File: src/rtl/cmp_wave_pkg.sv
package cmp_wave_pkg;

    localparam int NUM_CH = 2;
    localparam int ADDR_W = 2;
    localparam logic [ADDR_W-1:0] ADDR_CTRL = 2'd0;
    localparam int ADDR_CMP0 = 1;

    typedef enum logic [1:0] {
        OUT_OFF    = 2'b00,
        OUT_TOGGLE = 2'b01,
        OUT_CLEAR  = 2'b10,
        OUT_SET    = 2'b11
    } out_mode_e;

    typedef struct packed {
        out_mode_e  mode_a;
        out_mode_e  mode_b;
        logic [1:0] zero;
        logic [1:0] wave_lo;
    } ctrl_t;

    typedef struct packed {
        logic pwm;
        logic top_from_cmp;
    } wave_cfg_t;

    function automatic wave_cfg_t decode_wave(input logic hi, input logic [1:0] lo);
        wave_cfg_t c;
        c.pwm          = (lo == 2'b11);
        c.top_from_cmp = ({hi, lo} == 3'b010) || ({hi, lo} == 3'b111);
        return c;
    endfunction

    function automatic logic pin_override(input out_mode_e m, input logic pwm, input logic hi);
        return (m != OUT_OFF) && !(pwm && (m == OUT_TOGGLE) && !hi);
    endfunction

    // Next pin level from the current level, the mode and the events of this clock.
    function automatic logic next_pin(
        input logic      cur,
        input out_mode_e m,
        input logic      pwm,
        input logic      hi,
        input logic      match,
        input logic      bottom,
        input logic      cmp_is_top
    );
        logic hit;
        logic nxt;
        hit = match;
        if (pwm && m[1] && cmp_is_top) begin
            hit = 1'b0;
        end
        nxt = cur;
        if (!pwm) begin
            unique case (m)
                OUT_TOGGLE: nxt = hit ? ~cur : cur;
                OUT_CLEAR:  nxt = hit ? 1'b0 : cur;
                OUT_SET:    nxt = hit ? 1'b1 : cur;
                default:    nxt = cur;
            endcase
        end else begin
            unique case (m)
                OUT_TOGGLE: nxt = (hi && hit) ? ~cur : cur;
                OUT_CLEAR:  nxt = bottom ? 1'b1 : (hit ? 1'b0 : cur);
                OUT_SET:    nxt = bottom ? 1'b0 : (hit ? 1'b1 : cur);
                default:    nxt = cur;
            endcase
        end
        return nxt;
    endfunction

endpackage

File: src/rtl/cmp_wave_regs.sv
module cmp_wave_regs
    import cmp_wave_pkg::*;
#(
    parameter int W = 8
) (
    input  logic                      clk,
    input  logic                      rst,
    input  logic                      wr_en,
    input  logic [ADDR_W-1:0]         wr_addr,
    input  logic [W-1:0]              wr_data,
    input  logic [ADDR_W-1:0]         rd_addr,
    output logic [W-1:0]              rd_data,
    input  logic                      pwm,
    input  logic                      reload,
    output ctrl_t                     ctrl,
    output logic [NUM_CH-1:0][W-1:0]  cmp_buf,
    output logic [NUM_CH-1:0][W-1:0]  cmp_act
);

    logic ctrl_sel;
    assign ctrl_sel = wr_en && (wr_addr == ADDR_CTRL);

    always_ff @(posedge clk) begin
        if (rst) begin
            ctrl <= '0;
        end else if (ctrl_sel) begin
            ctrl.mode_a  <= out_mode_e'(wr_data[7:6]);
            ctrl.mode_b  <= out_mode_e'(wr_data[5:4]);
            ctrl.zero    <= 2'b00;
            ctrl.wave_lo <= wr_data[1:0];
        end
    end

    for (genvar c = 0; c < NUM_CH; c++) begin : g_cmp
        logic         sel;
        logic [W-1:0] buf_q;
        logic [W-1:0] act_q;

        assign sel = wr_en && (wr_addr == ADDR_W'(ADDR_CMP0 + c));

        always_ff @(posedge clk) begin
            if (rst) begin
                buf_q <= '0;
                act_q <= '0;
            end else begin
                if (sel) begin
                    buf_q <= wr_data;
                end
                if (!pwm) begin
                    act_q <= sel ? wr_data : buf_q;
                end else if (reload) begin
                    act_q <= buf_q;
                end
            end
        end

        assign cmp_buf[c] = buf_q;
        assign cmp_act[c] = act_q;
    end

    always_comb begin
        rd_data = '0;
        if (rd_addr == ADDR_CTRL) begin
            rd_data = W'(ctrl);
        end
        for (int c = 0; c < NUM_CH; c++) begin
            if (rd_addr == ADDR_W'(ADDR_CMP0 + c)) begin
                rd_data = cmp_buf[c];
            end
        end
    end

endmodule

File: src/rtl/cmp_wave_counter.sv
module cmp_wave_counter #(
    parameter int W = 8
) (
    input  logic         clk,
    input  logic         rst,
    input  logic         step,
    input  logic [W-1:0] top,
    output logic [W-1:0] count,
    output logic         wrap
);

    assign wrap = (count == top);

    always_ff @(posedge clk) begin
        if (rst) begin
            count <= '0;
        end else if (step) begin
            count <= wrap ? '0 : count + 1'b1;
        end
    end

endmodule

File: src/rtl/cmp_wave_channel.sv
module cmp_wave_channel
    import cmp_wave_pkg::*;
#(
    parameter int W = 8
) (
    input  logic         clk,
    input  logic         rst,
    input  logic         step,
    input  logic [W-1:0] count,
    input  logic [W-1:0] cmp,
    input  logic [W-1:0] top,
    input  logic         wrap,
    input  out_mode_e    mode,
    input  wave_cfg_t    cfg,
    input  logic         hi,
    output logic         pin,
    output logic         ovr
);

    logic match;
    logic bottom;
    logic cmp_is_top;
    logic pin_d;

    assign match      = step && (count == cmp);
    assign bottom     = step && wrap && cfg.pwm;
    assign cmp_is_top = (cmp == top);

    always_comb begin
        pin_d = next_pin(pin, mode, cfg.pwm, hi, match, bottom, cmp_is_top);
    end

    always_ff @(posedge clk) begin
        if (rst) begin
            pin <= 1'b0;
        end else begin
            pin <= pin_d;
        end
    end

    assign ovr = pin_override(mode, cfg.pwm, hi);

endmodule

File: src/rtl/cmp_wave_timer.sv
module cmp_wave_timer
    import cmp_wave_pkg::*;
#(
    parameter int W = 8
) (
    input  logic              clk,
    input  logic              rst,
    input  logic              cnt_en,
    input  logic              wave_hi,
    input  logic              wr_en,
    input  logic [1:0]        wr_addr,
    input  logic [W-1:0]      wr_data,
    input  logic [1:0]        rd_addr,
    output logic [W-1:0]      rd_data,
    output logic [W-1:0]      count,
    output logic              oc_a,
    output logic              oc_b,
    output logic              ovr_a,
    output logic              ovr_b
);

    ctrl_t                     ctrl_q;
    wave_cfg_t                 cfg;
    logic [NUM_CH-1:0][W-1:0]  cmp_buf;
    logic [NUM_CH-1:0][W-1:0]  cmp_act;
    logic [W-1:0]              top_val;
    logic                      wrap;
    logic                      reload;
    out_mode_e                 ch_mode [NUM_CH];
    logic [NUM_CH-1:0]         pin;
    logic [NUM_CH-1:0]         ovr;

    assign cfg     = decode_wave(wave_hi, ctrl_q.wave_lo);
    assign top_val = cfg.top_from_cmp ? cmp_act[0] : '1;
    assign reload  = cnt_en && wrap;

    assign ch_mode[0] = ctrl_q.mode_a;
    assign ch_mode[1] = ctrl_q.mode_b;

    cmp_wave_regs #(.W(W)) u_regs (
        .clk     (clk),
        .rst     (rst),
        .wr_en   (wr_en),
        .wr_addr (wr_addr),
        .wr_data (wr_data),
        .rd_addr (rd_addr),
        .rd_data (rd_data),
        .pwm     (cfg.pwm),
        .reload  (reload),
        .ctrl    (ctrl_q),
        .cmp_buf (cmp_buf),
        .cmp_act (cmp_act)
    );

    cmp_wave_counter #(.W(W)) u_counter (
        .clk   (clk),
        .rst   (rst),
        .step  (cnt_en),
        .top   (top_val),
        .count (count),
        .wrap  (wrap)
    );

    for (genvar c = 0; c < NUM_CH; c++) begin : g_ch
        cmp_wave_channel #(.W(W)) u_ch (
            .clk   (clk),
            .rst   (rst),
            .step  (cnt_en),
            .count (count),
            .cmp   (cmp_act[c]),
            .top   (top_val),
            .wrap  (wrap),
            .mode  (ch_mode[c]),
            .cfg   (cfg),
            .hi    (wave_hi),
            .pin   (pin[c]),
            .ovr   (ovr[c])
        );
    end

    assign oc_a  = pin[0];
    assign oc_b  = pin[1];
    assign ovr_a = ovr[0];
    assign ovr_b = ovr[1];

endmodule

File: config.mk
export PLATFORM = sky130hd
export DESIGN_NAME = cmp_wave_timer
export DESIGN_NICKNAME = d
export VERILOG_FILES = /design/src/rtl/cmp_wave_pkg.sv /design/src/rtl/cmp_wave_regs.sv /design/src/rtl/cmp_wave_counter.sv /design/src/rtl/cmp_wave_channel.sv /design/src/rtl/cmp_wave_timer.sv
export SDC_FILE = /design/constraint.sdc
export NUM_CORES = 1
export LEC_CHECK = 0
export ABC_CLOCK_PERIOD_IN_PS = 2400
export BUFFER_PORTS_ARGS = -buffer_cell sky130_fd_sc_hd__buf_2
export CAP_MARGIN = 5
export CORE_ASPECT_RATIO = 1.5
export CORE_UTILIZATION = 45
export DETAILED_ROUTE_END_ITERATION = 10
export PLACE_DENSITY = 0.66
export REMOVE_ABC_BUFFERS = 1
export SYNTH_ARGS = -nofsm -noshare
export SYNTH_HDL_FRONTEND = slang
export SYNTH_SLANG_ARGS = --single-unit
File: constraint.sdc
create_clock -name clk -period 2.4 [get_ports clk]
set_input_delay 0.24 -clock clk [delete_from_list [all_inputs] [get_ports clk]]
set_output_delay 0.24 -clock clk [all_outputs]
set_load 0.02 [all_outputs]
==> results.toml, run 1 <==
[detailed_routing]
detail_route.vias_per_cell = 5.90
drt_pre_antenna_iters = 4
routed_wl_um = 7940
dr.first_iter.drc_count = 153
wire_per_inst_um = 17.3
vias = 2703
final_antenna_net_count = 0
drt_drc_violations_left = 0

[final_layout]
area_delta_synth_final_pct = 14.8
seqCellArea_um2 = 962
finalCoreUtilization = 0.532
fin_nets = 401
filler_cell_count = 597
antenna_cells_inserted = 0
multi_input_logic_area_um2 = 1730
post_route_cells_drive_above_1_share = 0.190

[cts]
cts_buffer_depth = 2
cts_buf_count = 5
tritoncts = "done"
clk_pin_slew_worst_paths_ns = 0.09
clock_insertion_delay_worst_skew_ns = 0.30
htree_levels = 2
cts_sinks = 48
clk_root_buffer_cell = "clkbuf_8"
post_cts_setup_inserts = 0
cts_hold_repair.buffers = 0

[sta]
final-hold-violation-count = 0
worst_slew_margin_rel = 0.525
peak_freq_mhz = 435
fin_crit_ns = 2.30
timing_worst_slew_pin_value_ns = 0.710
maxSlewViolCount = 0
min_period_over_period = 0.959
setup_total_neg_slack_ns = 0
finalSetupViolCount = 0
rsz0062_at_grt = "no"
finalClockSkew_ns = 0.00491

[floorplan]
fp-row-count = 35
design.portCount = 37
floorplan.die_area_um2 = 6590
die_width_um = 66.6
floorplan.initialDensity = 0.463
placeableCoreArea_um2 = 6090
dieHeight_um = 99.0

[worst_setup_path]
r2r.worst_path.cells = 7
arrival_ns = 2.56
timing.critical_path.to_type = "register"
crit_fanout = 13
worst_r2r_endpoint = "u_regs.g_cmp[0].act_q[2]"
worst-setup-path-type = "reg -> reg"
r2r_start = "u_regs.ctrl[0]"
critPathLaunchType = "register"
worst_ep_required_time_ns = 2.66
register_to_register_setup_slack_ns = 0.1

[global_route]
grt_start_max_net_pins = 25
first_global_vias = 2694
grt_overflow_total = 0
antenna_violations_before_repair = 0
grt_first_pass_wirelength_um = 13000
grt_use_total = 0.262

[yosys]
yosys.cell_types.count = 53
synth-main-ff-cell = "dfxtp_1"
synth-edff-count = 0
yosysWarningCount = 0
synth_sequential_area_ratio = 0.341
synth.cell_area_um2 = 2820
syn_inst = 345
number_of_synthesized_register_bits = 48
postSynthAreaPerCell_um2 = 8.17
synth_async_sr_flop_share = 0

[pwr]
power.leakage_nw = 1.37
power-per-cell-area_nw_per_um2 = 519
worst_ir_drop_vdd_mv = 0.398

[min_path]
min_path_type = "in -> reg"
min_from = "wr_data[7]"
hold_end = "u_regs.g_cmp[1].buf_q[7]"
worst_hold_path.num_cells = 3

[placement]
gp_congestion = 0.941
hpwlAfterDp_um = 6020
port-buffer-count = 36

[flow_run]
drv.max_cap_violation_count = 0

[run_status]
run_status = "completed"
[cell usage after synthesis, types with 2 or more instances]
cell	n	area, um^2
o221a_2	4	45.0
a21oi_1	18	90.1
mux2i_1	30	300
or3_1	3	18.8
nand2_1	48	180
inv_1	9	33.8
nand3_1	9	45.0
a21boi_0	2	15.0
nand4bb_1	2	22.5
dfxtp_1	48	961
a311oi_1	2	17.5
nor2_1	29	109
a22o_1	2	17.5
o31ai_1	2	15.0
nor4_1	2	12.5
xnor2_1	14	123
o21ai_0	11	55.1
o211ai_1	2	15.0
nor3_1	9	45.0
nand4b_1	2	17.5
and3_1	3	18.8
nor2b_1	8	50.1
nand4_1	9	56.3
nand2b_1	3	18.8
a31oi_1	4	25.0
nand3b_1	2	15.0
a21o_1	2	15.0
xor2_1	12	105
o21ai_1	11	55.1
clkbuf_1	18	67.6
nor3b_1	2	15.0
nor4b_1	2	17.5
[metal layers]
metal  global-route usage  wire length, um
met3               0.0347              282
met4                0.149              371
met1                0.294             3170
met2                0.459             4110
met5                    0                0
[how the worst max path moves through the flow]
stage              startpoint                        to  cells past startpoint
6_report       u_regs.ctrl[0]  u_regs.g_cmp[0].act_q[2]                      7
5_1_grt        u_regs.ctrl[0]  u_regs.g_cmp[0].act_q[0]                      7
3_3_place_gp   u_regs.ctrl[0]  u_regs.g_cmp[1].act_q[7]                      7
4_1_cts        u_regs.ctrl[0]  u_regs.g_cmp[0].act_q[0]                      7
3_5_place_dp   u_regs.ctrl[0]  u_regs.g_cmp[0].act_q[2]                      7
2_1_floorplan  u_regs.ctrl[1]  u_regs.g_cmp[0].act_q[2]                      7
[layout by cell type, fill, tap and decap left out, types with 2 or more instances in the layout]
cell	count
xnor2_1	14
xor2_1	12
o31ai_1	2
nand2b_1	3
nor3_1	9
a21o_1	2
nand4_1	9
and3_1	3
nor2_1	29
o21ai_0	11
a311oi_1	2
a21boi_0	2
nor4b_1	2
a31oi_1	4
o21ai_1	11
a21oi_1	18
nand4bb_1	2
mux2i_1	30
buf_4	17
o221a_2	4
dfxtp_1	47
inv_1	9
o211ai_1	2
a22o_1	2
nor3b_1	2
nand4b_1	2
nand3b_1	2
nand3_1	9
or3_1	3
clkbuf_8	5
nor4_1	2
nand2_1	48
buf_2	36
nor2b_1	8
[cell type report]
class                           count  area share
Timing Repair Buffer               53      0.0951
Clock inverter                      2      0.0108
Inverter                            9      0.0104
Tap cell                           74      0.0286
Sequential cell                    48       0.297
Multi-Input combinational cell    266       0.535
Clock buffer                        6      0.0224
[worst max-delay path, cell delays in order (launching register included)]
cell and delay, ns:
dfxtp_2 0.37, xor2_1 0.21, or4_4 0.44, a2111oi_4 0.34, o31a_4 0.20, nand3_4 0.23, nand2_1 0.24, o221a_2 0.21
[flip-flops by register name, indices dropped and copies added (netlist names)]
| name | flops |
|---|---|
| g_ch.u_ch.pin | 2 |
| u_regs.g_cmp.buf_q | 16 |
| u_regs.g_cmp.act_q | 16 |
| u_regs.ctrl | 6 |
| u_counter.count | 8 |
[through the flow]
step	area [um^2]	setup WS (ns)	instances	hold WS, ns	power, W
2_1_floorplan	2730	0.157	323	0.309	0.000996
4_1_cts	3240	0.0217	458	0.197	0.00168
6_report	3240	0.0994	458	0.197	0.00168
3_5_place_dp	3130	0.0473	450	0.479	0.00110
3_3_place_gp	3130	0.152	450	0.477	0.00110
5_1_grt	3240	0.000867	458	0.214	0.00174
[timing repair]
action	in CTS	in global routing
hold endpoints to repair	0	0
gates resized for setup	0	1
setup endpoints to repair	0	17
[cells by family after synthesis]
family | share of synthesized area
simple gates | 0.248
compound gates | 0.169
flops | 0.341
buf+inv | 0.0448
mux | 0.106
xor+xnor | 0.0865
fa+ha+maj | 0.00444
[power by group]
| part | total [W] | switching, W | internal [W] |
|---|---|---|---|
| Sequential | 0.000856 | 0.0000341 | 0.000822 |
| Clock | 0.000594 | 0.000284 | 0.000310 |
| Combinational | 0.000229 | 0.000132 | 0.0000977 |
| Total | 0.00168 | 0.000450 | 0.00123 |
Note: power is estimated with default switching activity, not from simulation.
==> run 2, diff against run 1 <==
--- a/config.mk
+++ b/config.mk
@@ -6,12 +6,12 @@
 export NUM_CORES = 1
 export LEC_CHECK = 0
 export ABC_CLOCK_PERIOD_IN_PS = 2400
-export BUFFER_PORTS_ARGS = -buffer_cell sky130_fd_sc_hd__buf_2
 export CAP_MARGIN = 5
 export CORE_ASPECT_RATIO = 1.5
 export CORE_UTILIZATION = 45
 export DETAILED_ROUTE_END_ITERATION = 10
-export PLACE_DENSITY = 0.66
+export DONT_BUFFER_PORTS = 1
+export PLACE_DENSITY = 0.61
 export REMOVE_ABC_BUFFERS = 1
 export SYNTH_ARGS = -nofsm -noshare
 export SYNTH_HDL_FRONTEND = slang
==> run 2 against run 1 <==
  * Global-route usage increased by 0.28 points
  * Count of clock-buffer cells in the layout stayed put
  * Clock power is 7.1% lower
  * Die area unchanged
  * Largest cell class unchanged
  * Largest power group unchanged
==> results.toml, run 2 (synthesis gave the netlist of run 1 again) <==
[pwr]
power_switching_share = 0.283
combinationalPowerShare = 0.120
total_switching_power_w = 0.000455
share_of_power_burned_in_registers = 0.536
p_int_w = 0.00115
power-per-cell-area_nw_per_um2 = 521
power.leakage_nw = 1.21
clock_power_share = 0.344
worst_ir_drop_vdd_mv = 0.374

[floorplan]
floorplan.die_area_um2 = 6590
fp-row-count = 35
floorplan.initialDensity = 0.463
die_width_um = 66.6
design.portCount = 37
dieHeight_um = 99.0
placeableCoreArea_um2 = 6090

[placement]
hpwlAfterDp_um = 5870
gp_congestion = 0.934
port-buffer-count = 0
numPlacedInstances = 413

[worst_setup_path]
timing.critical_path.to_type = "register"
critPathLaunchType = "register"
r2r.worst_path.cells = 7
register_to_register_setup_slack_ns = 0.12
worst-setup-path-type = "reg -> reg"
worst_r2r_endpoint = "u_regs.g_cmp[0].act_q[0]"
r2r_start = "u_regs.ctrl[0]"
worst_ep_required_time_ns = 2.66
arrival_ns = 2.54
crit_fanout = 13

[global_route]
first_global_vias = 2684
grt_use_total = 0.265
grt_first_pass_wirelength_um = 13200
grt_overflow_total = 0
grt_start_max_net_pins = 24
antenna_violations_before_repair = 0

[cts]
clk_pin_slew_worst_paths_ns = 0.10
cts_sinks = 48
cts_buffer_depth = 2
tritoncts = "done"
clk_root_buffer_cell = "clkbuf_8"
cts_buf_count = 5
htree_levels = 2
post_cts_setup_inserts = 0
clock_insertion_delay_worst_skew_ns = 0.31

[sta]
maxSlewViolCount = 0
min_period_over_period = 0.948
worst_slew_margin_rel = 0.332
fin_crit_ns = 2.28
setup_total_neg_slack_ns = 0
finalSetupViolCount = 0
finalClockSkew_ns = 0.00665
final-hold-violation-count = 0
peak_freq_mhz = 440
timing_worst_slew_pin_value_ns = 0.998
rsz0062_at_grt = "no"

[final_layout]
post_route_cells_drive_above_1_share = 0.105
layout.cells.non_filler = 425
area_delta_synth_final_pct = 9.27
commonest_cells_after_routing_fill_and_taps_aside = "nand2_1 (48), dfxtp_1 (47), mux2i_1 (30)"
final_common_cell = "nand2_1"
fin_nets = 368
antenna_cells_inserted = 0
reg.largest.list = "u_regs.g_cmp.act_q: 16 flops, u_regs.g_cmp.buf_q: 16 flops, u_counter.count: 8 flops"

[detailed_routing]
vias = 2569
drt_drc_violations_left = 0
final_antenna_net_count = 0
wire_per_inst_um = 19.3
dr.first_iter.drc_count = 121
routed_wl_um = 8210
drt_pre_antenna_iters = 4
detail_route.vias_per_cell = 6.04

[min_path]
worst_hold_path.num_cells = 1
min_from = "rst"
hold_end = "u_regs.g_cmp[0].buf_q[7]"
min_path_type = "in -> reg"

[flow_run]
drv.max_cap_violation_count = 0

[run_status]
run_status = "completed"
## run 2: layout make-up
type / instances / area [um^2]
Fill cell: 599 / 3010
Multi-Input combinational cell: 266 / 1730
Sequential cell: 48 / 962
Timing Repair Buffer: 20 / 160
Tap cell: 74 / 92.6
Clock buffer: 6 / 82.6
Inverter: 9 / 33.8
Clock inverter: 2 / 17.5
## run 2: metrics by stage
stage | instance area [um^2] | hold slack [ns] | util | setup slack, ns | total power (W)
floorplan | 2730 | 0.309 | - | 0.157 | 0.000996
global placement | 2940 | 0.315 | 0.483 | 0.166 | 0.00105
global route | 3080 | 0.00210 | 0.506 | 0.0184 | 0.00166
CTS | 3070 | 0.000429 | 0.504 | 0.0483 | 0.00161
detailed placement | 2940 | 0.316 | 0.483 | 0.0827 | 0.00105
finish | 3080 | 0.0109 | 0.506 | 0.125 | 0.00160
## run 2: repair_timing
item,in CTS,in global routing
hold endpoints to repair,23,2
gates resized for setup,0,1
hold buffers,3,1
setup endpoints to repair,0,15
## run 2: how the worst max path moves through the flow
stage	cells past startpoint	slack, ns	start	endpoint
3_5_place_dp	7	0.08	u_regs.ctrl[0]	u_regs.g_cmp[0].act_q[0]
6_report	7	0.12	u_regs.ctrl[0]	u_regs.g_cmp[0].act_q[0]
2_1_floorplan	7	0.16	u_regs.ctrl[1]	u_regs.g_cmp[0].act_q[2]
5_1_grt	7	0.02	u_regs.ctrl[0]	u_regs.g_cmp[0].act_q[2]
3_3_place_gp	7	0.17	u_regs.ctrl[0]	u_regs.g_cmp[1].act_q[7]
4_1_cts	7	0.05	u_regs.ctrl[0]	u_regs.g_cmp[0].act_q[0]
## run 2: critical path: stages, from the launching register on
cell and delay, ns:
dfxtp_2 0.37, xor2_1 0.20, or4_4 0.44, a2111oi_4 0.34
o31a_4 0.20, nand3_4 0.22, nand2_1 0.22, o221a_2 0.21
## run 2: per-layer routing
layer	vias to the layer above	routed length, um	global-route usage
met5	-	0	0
met4	0	474	0.149
met3	31	378	0.0486
met2	78	4160	0.463
met1	1228	3200	0.290
li1	1232	-	-
## run 2: power groups by stage
stage          combinational [W]  sequential [W]  clock [W]
6_report                0.000193        0.000860   0.000552
3_5_place_dp            0.000176        0.000877          0
2_1_floorplan           0.000123        0.000873          0
5_1_grt                 0.000210        0.000865   0.000583
4_1_cts                 0.000190        0.000859   0.000562
3_3_place_gp            0.000174        0.000877          0
==> run 3, diff against run 2 <==
--- a/config.mk
+++ b/config.mk
@@ -7,11 +7,13 @@
 export LEC_CHECK = 0
 export ABC_CLOCK_PERIOD_IN_PS = 2400
 export CAP_MARGIN = 5
+export CELL_PAD_IN_SITES_DETAIL_PLACEMENT = 1
+export CELL_PAD_IN_SITES_GLOBAL_PLACEMENT = 1
 export CORE_ASPECT_RATIO = 1.5
 export CORE_UTILIZATION = 45
 export DETAILED_ROUTE_END_ITERATION = 10
 export DONT_BUFFER_PORTS = 1
-export PLACE_DENSITY = 0.61
+export PLACE_DENSITY = 0.77
 export REMOVE_ABC_BUFFERS = 1
 export SYNTH_ARGS = -nofsm -noshare
 export SYNTH_HDL_FRONTEND = slang
==> run 3 against run 2 <==
  * Maximum frequency is 0.43% lower
  * Non-clock buffer count increased by 3
  * Count of clock-buffer cells in the layout down 1
  * Clock skew down 0.0028 ns
  * Clock power is 25% higher
  * Wire length up 11%
  * Sequential power is essentially flat
  * Largest power group unchanged
==> results.toml, run 3 (synthesis gave the netlist of run 1 again) <==
[worst_setup_path]
timing.critical_path.slowest_cell_delay_ns = 0.47
r2r.worst_path.cells = 7
worst-setup-path-type = "reg -> reg"
highest_delay_cell_along_the_critical_path = "nor4b_1"
path_cells = "xor2_1 > or3_1 > xor2_1 > nor4b_1 > and2_2 > a21oi_2 > o221a_2"
worst_ep_required_time_ns = 2.60
crit_start = "u_regs.ctrl[0]"
arrival_ns = 2.48
worst_path_most_repeated_cell = "xor2_1"
r2r_start = "u_regs.ctrl[0]"
critPathLaunchType = "register"
timing.critical_path.to_type = "register"
crit_fanout = 6

[pwr]
power.leakage_nw = 1.24
power-per-cell-area_nw_per_um2 = 559
worst_ir_drop_vdd_mv = 0.467

[final_layout]
finalCoreUtilization = 0.515
post_route_cells_drive_above_1_share = 0.116
filler_cell_count = 758
reg.largest.list = "u_regs.g_cmp.act_q: 16 flops, u_regs.g_cmp.buf_q: 16 flops, u_counter.count: 8 flops"
seqCellArea_um2 = 962
commonest_cells_after_routing_fill_and_taps_aside = "nand2_1 (47), dfxtp_1 (47), mux2i_1 (30)"
multi_input_logic_area_um2 = 1740
antenna_cells_inserted = 0
fin_nets = 371
area_delta_synth_final_pct = 11.1
postLayoutCellArea_um2 = 3130

[sta]
postLayoutSetupSlackWorst_ns = 0.115
peak_freq_mhz = 438
finalSetupViolCount = 0
fin_crit_ns = 2.29
final-hold-violation-count = 0
finalClockSkew_ns = 0.00388
maxSlewViolCount = 0
timing_worst_slew_pin_value_ns = 0.773
min_period_over_period = 0.952
rsz0062_at_grt = "no"
worst_slew_margin_rel = 0.484
setup_total_neg_slack_ns = 0

[detailed_routing]
drt_drc_violations_left = 0
met2WireLength_um = 4850
vias = 2623
final_antenna_net_count = 0
dr.first_iter.drc_count = 93
route.layer.met1.wl_um = 3550
highest-signal-layer = "met4"
wire_per_inst_um = 21.4
drt_pre_antenna_iters = 6
detail_route.vias_per_cell = 6.14
routed-wl-met3_um = 337
routed_wl_um = 9140

[floorplan]
placeableCoreArea_um2 = 6090
design.portCount = 37
die_width_um = 66.6
dieHeight_um = 99.0
fp-row-count = 35
floorplan.die_area_um2 = 6590
floorplan.initialDensity = 0.463

[global_route]
grt_overflow_total = 0
antenna_violations_before_repair = 0
grt_use_total = 0.292
grt_start_max_net_pins = 26
grt_first_pass_wirelength_um = 14300
first_global_vias = 2789

[cts]
cts_buffer_depth = 2
clk_pin_slew_worst_paths_ns = 0.09
clk_root_buffer_cell = "clkbuf_8"
tritoncts = "done"
cts_buf_count = 5
clock_insertion_delay_worst_skew_ns = 0.30
cts_sinks = 48
htree_levels = 2
post_cts_setup_inserts = 0

[run_status]
run_status = "completed"

[flow_run]
drv.max_cap_violation_count = 0

[min_path]
min_path_type = "in -> reg"
worst_hold_path.num_cells = 1
min_from = "rst"

[placement]
hpwlAfterDp_um = 6610
gp_congestion = 0.988
dpl_cell_area_um2 = 2970
pre_cts_ws_ns = 0.0723
port-buffer-count = 0
[run 3: cell types whose count changed in the layout (fill, tap and decap cells not counted), sizes merged]
cell and change:
buf +4, bufinv +2, clkbuf -1, dlygate4sd3 -1, inv -2
[run 3: worst paths after layout]
| kind | slack, ns | to |
|---|---|---|
| worst max-delay path | 0.11 | u_regs.g_cmp[0].act_q[2] |
| worst min-delay path | 0.01 | u_regs.g_cmp[1].buf_q[4] |
| worst max register to register | 0.11 | u_regs.g_cmp[0].act_q[2] |
| worst min register to register | 0.49 | u_regs.g_cmp[1].buf_q[7] |
[run 3: final cells by class]
class                      instances  area share
tap                               74      0.0296
sequential                        48       0.307
clock buffer                       5      0.0220
timing repair buffer              23      0.0575
multi-input combinational        266       0.554
clock inverter                     2      0.0192
inverter                           9      0.0108
[run 3: timing repair]
action	CTS	global route
endpoints found under the setup margin	0	17
hold buffers	1	2
resized for setup	0	2
endpoints found under the hold margin	15	2
[run 3: metal layers]
| layer | track usage | up-vias |
|---|---|---|
| met5 | 0 | - |
| met4 | 0.154 | 0 |
| met3 | 0.0544 | 26 |
| met2 | 0.527 | 68 |
| met1 | 0.310 | 1297 |
| li1 | - | 1232 |
[run 3: where the power goes]
part	internal, W	switching (W)
logic	0.0000870	0.000114
clock network	0.000410	0.000281
registers	0.000822	0.0000358
[run 3: critical path: cells and delay by family, from the launching register on]
family,cells,cell delay [ns]
and+or+nand+nor,3,1.09
AOI/OAI and AO/OA,2,0.34
DFF,1,0.37
xor gates and xnor gates,2,0.38
[run 3: per-stage QoR]
stage / power, W / hold slack, ns / cells
final: 0.00175 / 0.0120 / 427
after global routing: 0.00182 / 0.000173 / 427
after CTS: 0.00176 / 0.00272 / 425
after detailed placement: 0.00106 / 0.316 / 417
after global placement: 0.00106 / 0.315 / 417
after floorplan: 0.000996 / 0.309 / 323
